<file path="config.mk">
export PLATFORM = sky130hd
export DESIGN_NAME = dma_burst_seq
export DESIGN_NICKNAME = d
export VERILOG_FILES = /design/src/rtl/dma_burst_pkg.sv /design/src/rtl/dma_burst_ctrl.sv /design/src/rtl/dma_burst_datapath.sv /design/src/rtl/dma_burst_seq.sv
export SDC_FILE = /design/constraint.sdc
export NUM_CORES = 1
export LEC_CHECK = 0
export BUFFER_PORTS_ARGS = -buffer_cell sky130_fd_sc_hd__clkbuf_2
export CAP_MARGIN = 30
export CORE_MARGIN = 5
export CORE_UTILIZATION = 30
export CTS_CLUSTER_DIAMETER = 100
export DETAILED_ROUTE_END_ITERATION = 10
export SETUP_SLACK_MARGIN = 0.15
export SYNTH_ARGS = -nofsm -noshare
export SYNTH_HDL_FRONTEND = slang
export SYNTH_SLANG_ARGS = --single-unit
</file>
<file path="constraint.sdc">
create_clock -name clk -period 7.68 [get_ports clk]
set_input_delay 0.768 -clock clk [delete_from_list [all_inputs] [get_ports clk]]
set_output_delay 0.768 -clock clk [all_outputs]
set_load 0.005 [all_outputs]
</file>
<file path="src/rtl/dma_burst_pkg.sv">
package dma_burst_pkg;
  typedef enum logic [1:0] {
    TR_IDLE   = 2'b00,
    TR_BUSY   = 2'b01,
    TR_NONSEQ = 2'b10,
    TR_SEQ    = 2'b11
  } htrans_e;

  localparam logic [2:0] HB_SINGLE = 3'b000;
  localparam logic [2:0] HB_INCR   = 3'b001;

  localparam logic [3:0] CODE_INCR   = 4'b0001;
  localparam logic [3:0] CODE_INCR4  = 4'b0011;
  localparam logic [3:0] CODE_INCR8  = 4'b0101;
  localparam logic [3:0] CODE_INCR16 = 4'b0111;

  typedef struct packed {
    logic load;
    logic advance;
  } seqStrobe_t;
endpackage

</file>
<file path="src/rtl/dma_burst_ctrl.sv">
module dma_burst_ctrl
  import dma_burst_pkg::*;
(
  input  logic       clk,
  input  logic       rstN,
  input  logic       start,
  input  logic       lenZero,
  input  logic       hready,
  input  logic       firstBeat,
  input  logic       lastBeat,
  output seqStrobe_t strobe,
  output logic [1:0] htrans,
  output logic       done
);
  typedef enum logic [1:0] {S_IDLE, S_ADDR, S_DATA, S_DONE} state_e;
  state_e state, stateNext;

  always_comb begin
    stateNext = state;
    strobe    = '0;
    unique case (state)
      S_IDLE: if (start) begin
        strobe.load = 1'b1;
        stateNext   = lenZero ? S_DONE : S_ADDR;
      end
      S_ADDR: if (hready) begin
        strobe.advance = 1'b1;
        if (lastBeat) stateNext = S_DATA;
      end
      S_DATA: if (hready) stateNext = S_DONE;
      S_DONE: stateNext = S_IDLE;
      default: stateNext = S_IDLE;
    endcase
  end

  always_ff @(posedge clk or negedge rstN) begin
    if (!rstN) state <= S_IDLE;
    else       state <= stateNext;
  end

  always_comb begin
    if (state == S_ADDR) htrans = firstBeat ? TR_NONSEQ : TR_SEQ;
    else                 htrans = TR_IDLE;
  end
  assign done = (state == S_DONE);

  // the final data phase ends in done, never a return to address beats
  p_data_to_done_r10: assert property (@(posedge clk) disable iff (!rstN)
    (state == S_DATA && hready) |=> (state == S_DONE));
endmodule

</file>
<file path="src/rtl/dma_burst_datapath.sv">
module dma_burst_datapath
  import dma_burst_pkg::*;
#(
  parameter int ADDR_W      = 32,
  parameter int LEN_W       = 16,
  parameter int DATA_W      = 32,
  parameter int BOUND_BYTES = 1024
) (
  input  logic              clk,
  input  logic              rstN,
  input  seqStrobe_t        strobe,
  input  logic [ADDR_W-1:0] startAddr,
  input  logic [LEN_W-1:0]  wordLen,
  input  logic [3:0]        burstCode,
  input  logic              singleTail,
  input  logic              descInvert,
  input  logic [DATA_W-1:0] descIn,
  output logic [ADDR_W-1:0] haddr,
  output logic [2:0]        hburst,
  output logic              firstBeat,
  output logic              lastBeat,
  output logic [DATA_W-1:0] descOut
);
  localparam int BOUND_WORDS = BOUND_BYTES / 4;
  localparam int IDX_HI      = $clog2(BOUND_BYTES) - 1;
  localparam int BW_W        = $clog2(BOUND_WORDS) + 1;
  localparam int NBYTES      = DATA_W / 8;

  logic [ADDR_W-1:0] addrReg;
  logic [LEN_W-1:0]  remaining, burstLeft, decLen, fixedLen, roomLen, toBoundL;
  logic [BW_W-1:0]   wordsToBound;
  logic [3:0]        codeReg;
  logic              tailReg;
  logic [2:0]        curType, decType;

  assign wordsToBound = BW_W'(BOUND_WORDS) - {1'b0, addrReg[IDX_HI:2]};

  always_comb begin
    toBoundL = LEN_W'(wordsToBound);
    roomLen  = (remaining < toBoundL) ? remaining : toBoundL;
    unique case (codeReg)
      CODE_INCR4:  fixedLen = LEN_W'(4);
      CODE_INCR8:  fixedLen = LEN_W'(8);
      CODE_INCR16: fixedLen = LEN_W'(16);
      default:     fixedLen = '0;
    endcase
    if (codeReg == CODE_INCR) begin
      decType = HB_INCR;
      decLen  = roomLen;
    end else if (fixedLen != '0 && remaining >= fixedLen && toBoundL >= fixedLen) begin
      decType = codeReg[2:0];
      decLen  = fixedLen;
    end else if (fixedLen != '0 && !tailReg) begin
      decType = HB_INCR;
      decLen  = roomLen;
    end else begin
      decType = HB_SINGLE;
      decLen  = LEN_W'(1);
    end
  end

  always_ff @(posedge clk or negedge rstN) begin
    if (!rstN) begin
      addrReg   <= '0;
      remaining <= '0;
      burstLeft <= '0;
      curType   <= HB_SINGLE;
      codeReg   <= '0;
      tailReg   <= 1'b0;
    end else if (strobe.load) begin
      addrReg   <= startAddr & ~ADDR_W'(3);
      remaining <= wordLen;
      burstLeft <= '0;
      curType   <= HB_SINGLE;
      codeReg   <= burstCode;
      tailReg   <= singleTail;
    end else if (strobe.advance) begin
      addrReg   <= addrReg + ADDR_W'(4);
      remaining <= remaining - LEN_W'(1);
      if (burstLeft == '0) begin
        burstLeft <= decLen - LEN_W'(1);
        curType   <= decType;
      end else begin
        burstLeft <= burstLeft - LEN_W'(1);
      end
    end
  end

  assign haddr     = addrReg;
  assign firstBeat = (burstLeft == '0);
  assign lastBeat  = (remaining == LEN_W'(1));
  assign hburst    = firstBeat ? decType : curType;

  for (genvar b = 0; b < NBYTES; b++) begin : g_lane
    assign descOut[b*8 +: 8] = descInvert ? descIn[(NBYTES-1-b)*8 +: 8] : descIn[b*8 +: 8];
  end

  // a burst opened at a beat never extends past the region end
  p_len_fits_r7: assert property (@(posedge clk) disable iff (!rstN)
    (strobe.advance && firstBeat) |-> (decLen <= toBoundL && decLen != '0));
  // every accepted beat consumes exactly one word
  p_rem_step_r8: assert property (@(posedge clk) disable iff (!rstN)
    strobe.advance |=> (remaining == $past(remaining) - LEN_W'(1)));
endmodule

</file>
<file path="src/rtl/dma_burst_seq.sv">
module dma_burst_seq
  import dma_burst_pkg::*;
#(
  parameter int ADDR_W      = 32,
  parameter int LEN_W       = 16,
  parameter int DATA_W      = 32,
  parameter int BOUND_BYTES = 1024
) (
  input  logic              clk,
  input  logic              rstN,
  input  logic              start,
  input  logic [ADDR_W-1:0] startAddr,
  input  logic [LEN_W-1:0]  wordLen,
  input  logic [3:0]        burstCode,
  input  logic              singleTail,
  input  logic              hready,
  input  logic              descInvert,
  input  logic [DATA_W-1:0] descIn,
  output logic [1:0]        htrans,
  output logic [2:0]        hburst,
  output logic [2:0]        hsize,
  output logic [ADDR_W-1:0] haddr,
  output logic              done,
  output logic [DATA_W-1:0] descOut
);
  localparam int BOUND_LSB = $clog2(BOUND_BYTES);

  seqStrobe_t strobe;
  logic       firstBeat, lastBeat;

  dma_burst_ctrl u_ctrl (
    .clk(clk), .rstN(rstN), .start(start), .lenZero(wordLen == '0),
    .hready(hready), .firstBeat(firstBeat), .lastBeat(lastBeat),
    .strobe(strobe), .htrans(htrans), .done(done)
  );

  dma_burst_datapath #(
    .ADDR_W(ADDR_W), .LEN_W(LEN_W), .DATA_W(DATA_W), .BOUND_BYTES(BOUND_BYTES)
  ) u_dp (
    .clk(clk), .rstN(rstN), .strobe(strobe), .startAddr(startAddr),
    .wordLen(wordLen), .burstCode(burstCode), .singleTail(singleTail),
    .descInvert(descInvert), .descIn(descIn), .haddr(haddr), .hburst(hburst),
    .firstBeat(firstBeat), .lastBeat(lastBeat), .descOut(descOut)
  );

  assign hsize = 3'b010;

  p_hold_r9: assert property (@(posedge clk) disable iff (!rstN)
    (htrans != TR_IDLE && !hready) |=> ($stable(haddr) && $stable(htrans) && $stable(hburst)));
  p_seq_addr_r8: assert property (@(posedge clk) disable iff (!rstN)
    (htrans != TR_IDLE && hready) |=> (htrans != TR_SEQ || haddr == $past(haddr) + ADDR_W'(4)));
  p_no_cross_r7: assert property (@(posedge clk) disable iff (!rstN)
    (htrans == TR_SEQ) |-> (haddr[BOUND_LSB-1:0] != '0));
  p_single_nonseq_r3: assert property (@(posedge clk) disable iff (!rstN)
    (htrans != TR_IDLE && hburst == HB_SINGLE) |-> (htrans == TR_NONSEQ));
  p_done_pulse_r10: assert property (@(posedge clk) disable iff (!rstN)
    done |=> !done);
  p_done_idle_r10: assert property (@(posedge clk) disable iff (!rstN)
    done |-> (htrans == TR_IDLE));
endmodule

</file>
==> flow_summary.json, run 1 <==
{
  "status": "finished clean",
  "setup_viol": 0,
  "maxCapViolCount": 0,
  "finalClockSkew_ns": 0.00671,
  "clk_latency_ns": 0.35,
  "r2r_setup_slack_ns": 3.00,
  "slowest_delay_ns": 0.85,
  "r2r-start": "u_dp.haddr[2]",
  "max_slew_margin_pct": 32.1,
  "cts_tree": "yes",
  "max_slew.worst_pin.slew_ns": 1.01,
  "ys_seq_area_share_pct": 33.8,
  "regToRegEndpoint": "u_dp.burstLeft[11]",
  "crit_buf_inv": 1,
  "path_delay_family": "simple AND/OR/NAND/NOR gates",
  "post_cts_buffers": 0,
  "area_delta_synth_final_pct": 24.7,
  "drtAntennaViolNets": 0,
  "tns_ns": 0,
  "drt_iter0_markers": 216,
  "via_per_inst": 4.87,
  "drc": 0,
  "num_rows": 48,
  "antenna_cells": 0,
  "grtUsageTotal_pct": 15.2,
  "yosysWarningCount": 0,
  "final_cell_count_no_fill": 1009,
  "htree_num_levels": 3,
  "hold_viol_final": 0,
  "r2r_cells": 14,
  "numCtsBuffers": 9,
  "p_leak_uw": 0.00297,
  "timing.hold.ws_ns": 0.331,
  "worstSetupEndpointType": "flip-flop",
  "dp.cells": 991,
  "synth-seq-cells": 72,
  "cp_max_fo": 11,
  "postLayoutCoreUtil_pct": 38.2,
  "routed-via-count": 4911,
  "cts_sinks": 72,
  "die_area_sq_um": 20500,
  "rsz0062_at_grt": "no",
  "drive_gt1_share_pct": 28.6,
  "synth_edf_count": 0,
  "netlist_area_sq_um": 5320,
  "critPathRequiredTime_ns": 7.94,
  "synth.avg_cell_area_sq_um": 8.32,
  "clk_path_buf_depth": 2,
  "final_max_slew_viol_count": 0,
  "path_cells": "or4_4 -> o21a_4 -> nor2_1 -> inv_1 -> ha_1 -> nand4_1 -> nor2_1 -> a211oi_1 -> nand4_1 -> nand4_1 -> or4b_4 -> nand4bb_4 -> or3_1 -> a21oi_1",
  "start_util_pct": 30.7,
  "ys_types": 53,
  "gp_congestion": 0.860,
  "crit_top_cell": "nand4_1",
  "path_clk_slew_ns": 0.06,
  "synth_top_flop_cell": "dfrtp_1",
  "layout.nets": 895,
  "irDropWorstVdd_mv": 0.143,
  "min_period_ns": 4.68,
  "wl_per_cell_um": 15.3,
  "fin_crit_sh_pct": 60.9,
  "power.density_nw_per_um2": 372,
  "die_h_um": 143,
  "grt_pass1_vias": 4914,
  "start_kind": "flip-flop",
  "crit_type": "flip-flop to flip-flop",
  "grt_start_max_net_pins": 110,
  "io_buffers": 155,
  "drt_first_pass_iters": 4,
  "grt_pass1_wl_um": 25000,
  "antenna_found_initial": 0,
  "cts_resized": 0,
  "power_uw": 2470,
  "coreArea_sq_um": 17400,
  "cts-hold-fix-buffers": 0,
  "critical_path_cell_count": 14,
  "die_width_um": 143,
  "cp.arrival_ns": 4.95,
  "hold_path.class": "input pin to asynchronous set/reset pin",
  "synthArstFlopShare_pct": 100,
  "totalWireLength_um": 15500,
  "fmax_mhz": 214,
  "cts_root_buf": "clkbuf_16",
  "slowest_stage": "a211oi_1",
  "synth_cells": 640,
  "dp_hpwl_um": 11500,
  "io_pins": 163,
  "overflow": 0
}
==> through the flow <==
| step | cell area (sq um) | worst slack [ns] |
|---|---|---|
| floorplan | 5340 | 3.66 |
| global placement | 6250 | 3.13 |
| detailed placement | 6250 | 3.14 |
| CTS | 6590 | 3.08 |
| global route | 6640 | 2.72 |
| finish | 6640 | 3.00 |
==> routing by layer <==
| layer | vias to the layer above | GRT usage (%) | wire length [um] |
|---|---|---|---|
| met1 | 2277 | 20.1 | 7150 |
| li1 | 2517 | - | - |
| met2 | 91 | 23.8 | 7190 |
| met3 | 26 | 4.22 | 714 |
| met4 | 0 | 5.60 | 391 |
| met5 | - | 0 | 0 |
==> logic make-up after synthesis <==
group | count (synthesis) | share of synthesized area, %
AND/OR/NAND/NOR | 269 | 24.5
AO/OA/AOI/OAI | 127 | 14.7
flip-flops | 72 | 33.8
buffers and inverters | 55 | 4.39
XOR/XNOR | 52 | 8.55
multiplexers | 37 | 7.73
adder cells (fa/ha/maj) | 26 | 6.11
other | 2 | 0.141
==> synth_stat cells, types with 3 or more instances <==
cell type | number | area share [%]
nand2_1 | 107 | 7.5
dfrtp_1 | 72 | 34
o21ai_0 | 69 | 6.5
nor2_1 | 45 | 3.2
mux2_2 | 33 | 7.0
xor2_1 | 27 | 4.4
ha_1 | 26 | 6.1
xnor2_1 | 25 | 4.1
nor3_1 | 24 | 2.3
a21oi_1 | 22 | 2.1
clkbuf_1 | 21 | 1.5
inv_1 | 21 | 1.5
nand3_1 | 21 | 2.0
nor4_1 | 11 | 1.3
and2_1 | 10 | 1.2
or3_1 | 10 | 1.2
nand4_1 | 8 | 0.94
a31oi_1 | 6 | 0.71
and3_1 | 6 | 0.71
buf_1 | 6 | 0.42
a211oi_1 | 5 | 0.71
buf_4 | 5 | 0.71
nor2b_1 | 5 | 0.59
o211ai_1 | 5 | 0.71
or2_2 | 5 | 0.59
and4_1 | 4 | 0.66
mux2i_1 | 4 | 0.75
nand2b_1 | 4 | 0.47
a211o_1 | 3 | 0.49
==> placed cells by master (no fill, tap or decap), types with 2 or more instances in the layout <==
| master | netlist | routed |
|---|---|---|
| a211o_1 | 3 | 3 |
| a211oi_1 | 5 | 5 |
| a21oi_1 | 22 | 22 |
| a31oi_1 | 6 | 6 |
| a41o_1 | 2 | 2 |
| and2_1 | 10 | 9 |
| and3_1 | 6 | 6 |
| and4_1 | 4 | 4 |
| buf_4 | 5 | 2 |
| bufinv_16 | 0 | 3 |
| clkbuf_16 | 0 | 9 |
| clkbuf_2 | 0 | 154 |
| clkinv_2 | 0 | 2 |
| conb_1 | 2 | 5 |
| dfrtp_1 | 72 | 72 |
| ha_1 | 26 | 26 |
| inv_1 | 21 | 21 |
| mux2_2 | 33 | 33 |
| mux2i_1 | 4 | 4 |
| nand2_1 | 107 | 107 |
| nand2b_1 | 4 | 4 |
| nand3_1 | 21 | 21 |
| nand4_1 | 8 | 8 |
| nor2_1 | 45 | 45 |
| nor2b_1 | 5 | 5 |
| nor3_1 | 24 | 24 |
| nor3_2 | 2 | 2 |
| nor4_1 | 11 | 11 |
| o2111ai_1 | 2 | 2 |
| o211ai_1 | 5 | 5 |
| o21ai_0 | 69 | 69 |
| o31ai_1 | 2 | 2 |
| or2_2 | 5 | 5 |
| or3_1 | 10 | 10 |
| or4_1 | 2 | 2 |
| xnor2_1 | 25 | 25 |
| xor2_1 | 27 | 27 |
==> registers in the layout, indices dropped and copies added, names as in the netlist <==
signal          cells
u_ctrl.state        2
u_dp.tailReg        1
u_dp.curType        3
u_dp.haddr         30
u_dp.remaining     16
u_dp.burstLeft     16
u_dp.codeReg        4
==> power by group <==
group	internal, uW	total, uW	switching [uW]
combinational	509	1190	685
sequential	556	791	234
clock	316	487	171
total	1380	2470	1090
==> cell type report <==
class / instances / area [sq um]
Clock buffer: 10 / 229
Clock inverter: 6 / 108
Timing Repair Buffer: 159 / 838
Inverter: 21 / 78.8
Tap cell: 225 / 282
Sequential cell: 72 / 1800
Multi-Input combinational cell: 516 / 3300
Fill cell: 1815 / 10700
==> worst max-delay path by stage <==
| stage | start | end | slack [ns] |
|---|---|---|---|
| after floorplan | u_dp.haddr[2] | u_dp.burstLeft[11] | 3.66 |
| after global placement | u_dp.haddr[2] | u_dp.burstLeft[11] | 3.13 |
| after detailed placement | u_dp.haddr[2] | u_dp.burstLeft[11] | 3.14 |
| after CTS | u_dp.haddr[2] | u_dp.burstLeft[11] | 3.08 |
| after global routing | u_dp.haddr[2] | u_dp.burstLeft[12] | 2.72 |
| final | u_dp.haddr[2] | u_dp.burstLeft[11] | 3.00 |
Note: power is estimated with default switching activity, not from simulation.
==> run 2: changes to the inputs <==
- clock period: 7.68 -> 4.77 ns (I/O delays scaled with it)
==> run 2 against run 1 <==
Against the previous run:
- clock skew increased by 0.0016 ns
- combinational power increased by 63%
- critical path type unchanged
- maximum frequency increased by 11%
- design area decreased by 0.40%
- cell count increased by 0.30%
- total power increased by 58%
- highest routed layer unchanged
==> flow_summary.json, run 2 (synthesized netlist as in run 1, its figures left out) <==
{
  "status": "finished clean",
  "antenna_found_initial": 0,
  "worstSetupEndpointType": "flip-flop",
  "overflow": 0,
  "max_slew_margin_pct": 43.2,
  "cts_tree": "yes",
  "clk_latency_ns": 0.35,
  "r2r-start": "u_dp.haddr[3]",
  "crit_type": "flip-flop to flip-flop",
  "area_delta_synth_final_pct": 24.2,
  "via_per_inst": 4.95,
  "tns_ns": 0,
  "wl_met3_um": 807,
  "die_h_um": 143,
  "slowest_delay_ns": 0.59,
  "drt_iter0_markers": 294,
  "min_period_ns": 4.21,
  "power.density_nw_per_um2": 591,
  "cts-hold-fix-buffers": 0,
  "io_pins": 163,
  "die_area_sq_um": 20500,
  "preCtsSetupSlack_ns": 0.566,
  "totalWireLength_um": 15400,
  "crit_start": "u_dp.haddr[3]",
  "cp.arrival_ns": 4.48,
  "worst_slack_ns": 0.562,
  "met2WireLength_um": 7430,
  "r2r_setup_slack_ns": 0.56,
  "crit_buf_inv": 1,
  "grt_pass1_wl_um": 24400,
  "cts_resized": 0,
  "routed-via-count": 5009,
  "routed.top_layer": "met4",
  "dp_hpwl_um": 11700,
  "wirelength_met1_um": 6900,
  "final_max_slew_viol_count": 0,
  "final_cell_count_no_fill": 1012,
  "htree_num_levels": 3,
  "numCtsBuffers": 9,
  "drc": 0,
  "final_common_cell": "clkbuf_2",
  "start_util_pct": 30.7,
  "hold_viol_final": 0,
  "irDropWorstVdd_mv": 0.214,
  "final_cell_mix": "clkbuf_2 (154), nand2_1 (107), dfrtp_1 (72), o21ai_0 (69), nor2_1 (45)",
  "largest_reg_flops": 30,
  "path_clk_slew_ns": 0.06,
  "crit_top_cell": "a21oi_1",
  "gp_congestion": 0.922,
  "wl_per_cell_um": 15.3,
  "coreArea_sq_um": 17400,
  "grtUsageTotal_pct": 14.9,
  "die_width_um": 143,
  "grt_pass1_vias": 4846,
  "clk_path_buf_depth": 2,
  "drt_first_pass_iters": 4,
  "slowest_stage": "or4_4",
  "antenna_cells": 0,
  "setup_viol": 0,
  "cp_max_fo": 9,
  "power_uw": 3910,
  "io_buffers": 155,
  "fmax_mhz": 238,
  "fillers": 1775,
  "cts_root_buf": "clkbuf_16",
  "path_cells": "or4_4 -> o21a_4 -> nor2_1 -> inv_1 -> ha_1 -> a21oi_1 -> o21ai_0 -> nand2_1 -> a31oi_1 -> a211oi_2 -> or4b_4 -> nand4bb_4 -> or3_1 -> a21oi_1",
  "critPathRequiredTime_ns": 5.04,
  "path_delay_family": "simple AND/OR/NAND/NOR gates",
  "max_slew.worst_pin.slew_ns": 0.853,
  "fin_crit_sh_pct": 88.2,
  "p_leak_uw": 0.00296,
  "drive_gt1_share_pct": 29.0,
  "rsz0062_at_grt": "no",
  "hold_path.class": "input pin to asynchronous set/reset pin",
  "dp.cells": 995,
  "grt_start_max_net_pins": 110,
  "start_kind": "flip-flop",
  "layout.nets": 898,
  "drtAntennaViolNets": 0,
  "maxCapViolCount": 0,
  "finalClockSkew_ns": 0.00834,
  "post_cts_buffers": 0,
  "num_rows": 48,
  "cts_sinks": 72
}
==> run 2: cell types whose count changed in the layout (fill, tap and decap cells not counted) <==
| cell | delta |
|---|---|
| bufinv_16 | -2 |
| buf_4 | +4 |
| clkbuf_1 | -1 |
| buf_16 | -1 |
| clkinvlp_4 | +1 |
| clkbuf_8 | +2 |
==> run 2: cell type report <==
class | count | area [sq um] | share of cell area, %
clock buffers | 11 | 253 | 3.82
clock inverters | 5 | 55.1 | 0.833
multi-input cells | 516 | 3300 | 49.9
inverters | 21 | 78.8 | 1.19
well taps | 225 | 282 | 4.26
repair buffers | 162 | 841 | 12.7
flip-flops and latches | 72 | 1800 | 27.2
==> run 2: per-layer routing <==
| layer | GRT usage [%] | up-vias |
|---|---|---|
| met5 | 0 | - |
| met4 | 5.00 | 0 |
| met1 | 19.5 | 2366 |
| met3 | 4.09 | 20 |
| li1 | - | 2523 |
| met2 | 24.0 | 100 |
==> run 2: worst paths after layout <==
kind / end / cells past startpoint
worst max-delay path: u_dp.burstLeft[11] / 14
worst max register to register: u_dp.burstLeft[11] / 14
min in group clk: u_dp.tailReg / 3
worst min-delay path: u_dp.haddr[15] / 1
worst min register to register: u_dp.tailReg / 2
max in group asynchronous: u_dp.burstLeft[7] / 2
==> run 2: metrics by stage <==
stage          hold WS (ns)  utilization, %  instance area [sq um]
6_report              0.235            38.1                   6610
5_1_grt               0.317            38.1                   6610
4_1_cts               0.259            38.0                   6590
3_5_place_dp          0.472            36.2                   6280
3_3_place_gp          0.469            36.2                   6280
2_1_floorplan         0.181               -                   5340
==> run 2: report_power, final <==
group	total [uW]	switching, uW	internal, uW
clock network	701	269	431
logic	1940	1110	827
registers	1270	374	896
total	3910	1750	2150
==> run 3: changes to the inputs <==
- clock period: 4.77 -> 5.4 ns (I/O delays scaled with it)
==> run 3 against run 2 <==
Against the previous run:
- hold slack improved by 0.076 ns
- utilization decreased by 0.17 points
- clock skew decreased by 0.0027 ns
- count of clock-buffer cells in the layout increased by 2
- via count decreased by 2.1%
- design area decreased by 0.45%
- register-to-register slack improved by 0.42 ns
- maximum frequency decreased by 4.7%
- combinational power decreased by 12%
- cell count decreased by 0.30%
- global-route usage about the same
- critical path type unchanged
==> flow_summary.json, run 3 (synthesized netlist as in run 1, its figures left out) <==
{
  "status": "finished clean",
  "cts_root_buf": "clkbuf_16",
  "dp_hpwl_um": 11500,
  "cts_sinks": 72,
  "coreArea_sq_um": 17400,
  "fmax_mhz": 227,
  "hold_viol_final": 0,
  "gp_congestion": 0.893,
  "drtAntennaViolNets": 0,
  "final_cell_mix": "clkbuf_2 (154), nand2_1 (107), dfrtp_1 (72), o21ai_0 (69), nor2_1 (45)",
  "p_leak_uw": 0.00295,
  "routed-via-count": 4905,
  "htree_num_levels": 3,
  "clk_latency_ns": 0.34,
  "start_kind": "flip-flop",
  "num_rows": 48,
  "drt_iter0_markers": 241,
  "power.density_nw_per_um2": 522,
  "slowest_delay_ns": 0.58,
  "grtUsageTotal_pct": 15.0,
  "critPathRequiredTime_ns": 5.63,
  "die_area_sq_um": 20500,
  "fin_crit_sh_pct": 81.7,
  "tns_ns": 0,
  "max_slew_margin_pct": 41.5,
  "io_buffers": 155,
  "post_cts_buffers": 0,
  "rsz0062_at_grt": "no",
  "via_per_inst": 4.86,
  "antenna_found_initial": 0,
  "hold_path.class": "input pin to asynchronous set/reset pin",
  "die_width_um": 143,
  "overflow": 0,
  "grt_pass1_wl_um": 24700,
  "worstSetupEndpointType": "flip-flop",
  "drive_gt1_share_pct": 28.4,
  "totalWireLength_um": 15300,
  "final_common_cell": "clkbuf_2",
  "slowest_stage": "or4_4",
  "finalClockSkew_ns": 0.00567,
  "wl_per_cell_um": 15.2,
  "clk_path_buf_depth": 2,
  "crit_type": "flip-flop to flip-flop",
  "cts_resized": 0,
  "postLayoutCoreUtil_pct": 37.9,
  "maxCapViolCount": 0,
  "crit_top_cell": "nor2_1",
  "irDropWorstVdd_mv": 0.211,
  "setup_viol": 0,
  "max_slew.worst_pin.slew_ns": 0.878,
  "antenna_cells": 0,
  "min_period_ns": 4.41,
  "layout.nets": 895,
  "largest_reg_flops": 30,
  "grt_pass1_vias": 4879,
  "drc": 0,
  "numCtsBuffers": 9,
  "drt_first_pass_iters": 6,
  "path_clk_slew_ns": 0.06,
  "final_max_slew_viol_count": 0,
  "cts-hold-fix-buffers": 0,
  "r2r_setup_slack_ns": 0.99,
  "die_h_um": 143,
  "grt_start_max_net_pins": 110,
  "io_pins": 163,
  "cp_max_fo": 11,
  "start_util_pct": 30.7,
  "cts_tree": "yes",
  "path_cells": "or4_4 -> o21a_4 -> nor2_1 -> inv_1 -> ha_1 -> nand4_1 -> nor2_1 -> a211o_1 -> nor2_1 -> o21ai_0 -> a21oi_1 -> ha_1 -> o211ai_1 -> nor2_1 -> a31oi_1 -> a41o_1",
  "area_delta_synth_final_pct": 23.6,
  "cp.arrival_ns": 4.64
}
[run 3: cell count changes in the layout (fill, tap and decap cells not counted)]
cell	before	now
clkbuf_1	0	2
clkinvlp_4	2	0
buf_4	6	3
[run 3: cell type report]
type	instances	area, sq um
clock inverters	3	40.0
multi-input cells	516	3300
well taps	225	282
fillers	1808	10800
clock buffers	13	260
flip-flops and latches	72	1800
inverters	21	78.8
repair buffers	159	818
[run 3: report_power, final]
part | internal (uW) | switching, uW
Sequential | 791 | 333
Clock | 382 | 231
Combinational | 723 | 973
[run 3: path summary, 6_finish.rpt]
kind                          startpoint                  to  cells after the start
setup reg to reg           u_dp.haddr[2]  u_dp.burstLeft[14]                     16
hold / removal                      rstN      u_dp.haddr[15]                      1
setup / recovery           u_dp.haddr[2]  u_dp.burstLeft[14]                     16
min in group clk           startAddr[15]      u_dp.haddr[15]                      3
max in group asynchronous           rstN  u_dp.burstLeft[11]                      2
hold reg to reg             u_dp.tailReg        u_dp.tailReg                      2
[run 3: metrics by stage]
step | cell area [sq um] | setup slack [ns] | instances | power, uW | hold WS [ns]
CTS | 6560 | 1.04 | 1008 | 3460 | 0.338
detailed placement | 6260 | 1.06 | 992 | 2820 | 0.468
global placement | 6260 | 1.10 | 992 | 2800 | 0.468
floorplan | 5340 | 1.38 | 643 | 2270 | 0.244
global route | 6580 | 0.618 | 1009 | 3770 | 0.386
finish | 6580 | 0.987 | 1009 | 3430 | 0.312
[run 3: per-layer routing]
layer	routed length (um)	GRT usage, %	vias up
met1	7040	20.0	2289
met2	7220	24.0	91
li1	-	-	2512
met5	0	0	-
met4	211	3.77	0
met3	846	4.45	13
[run 3: worst max-delay path, delay by kind of cell, from the launching register on]
kind | cells | cell delay (ns)
compound gates | 7 | 1.42
simple gates | 6 | 1.81
fa+ha+maj | 2 | 0.48
flops | 1 | 0.51
buf+inv | 1 | 0.08
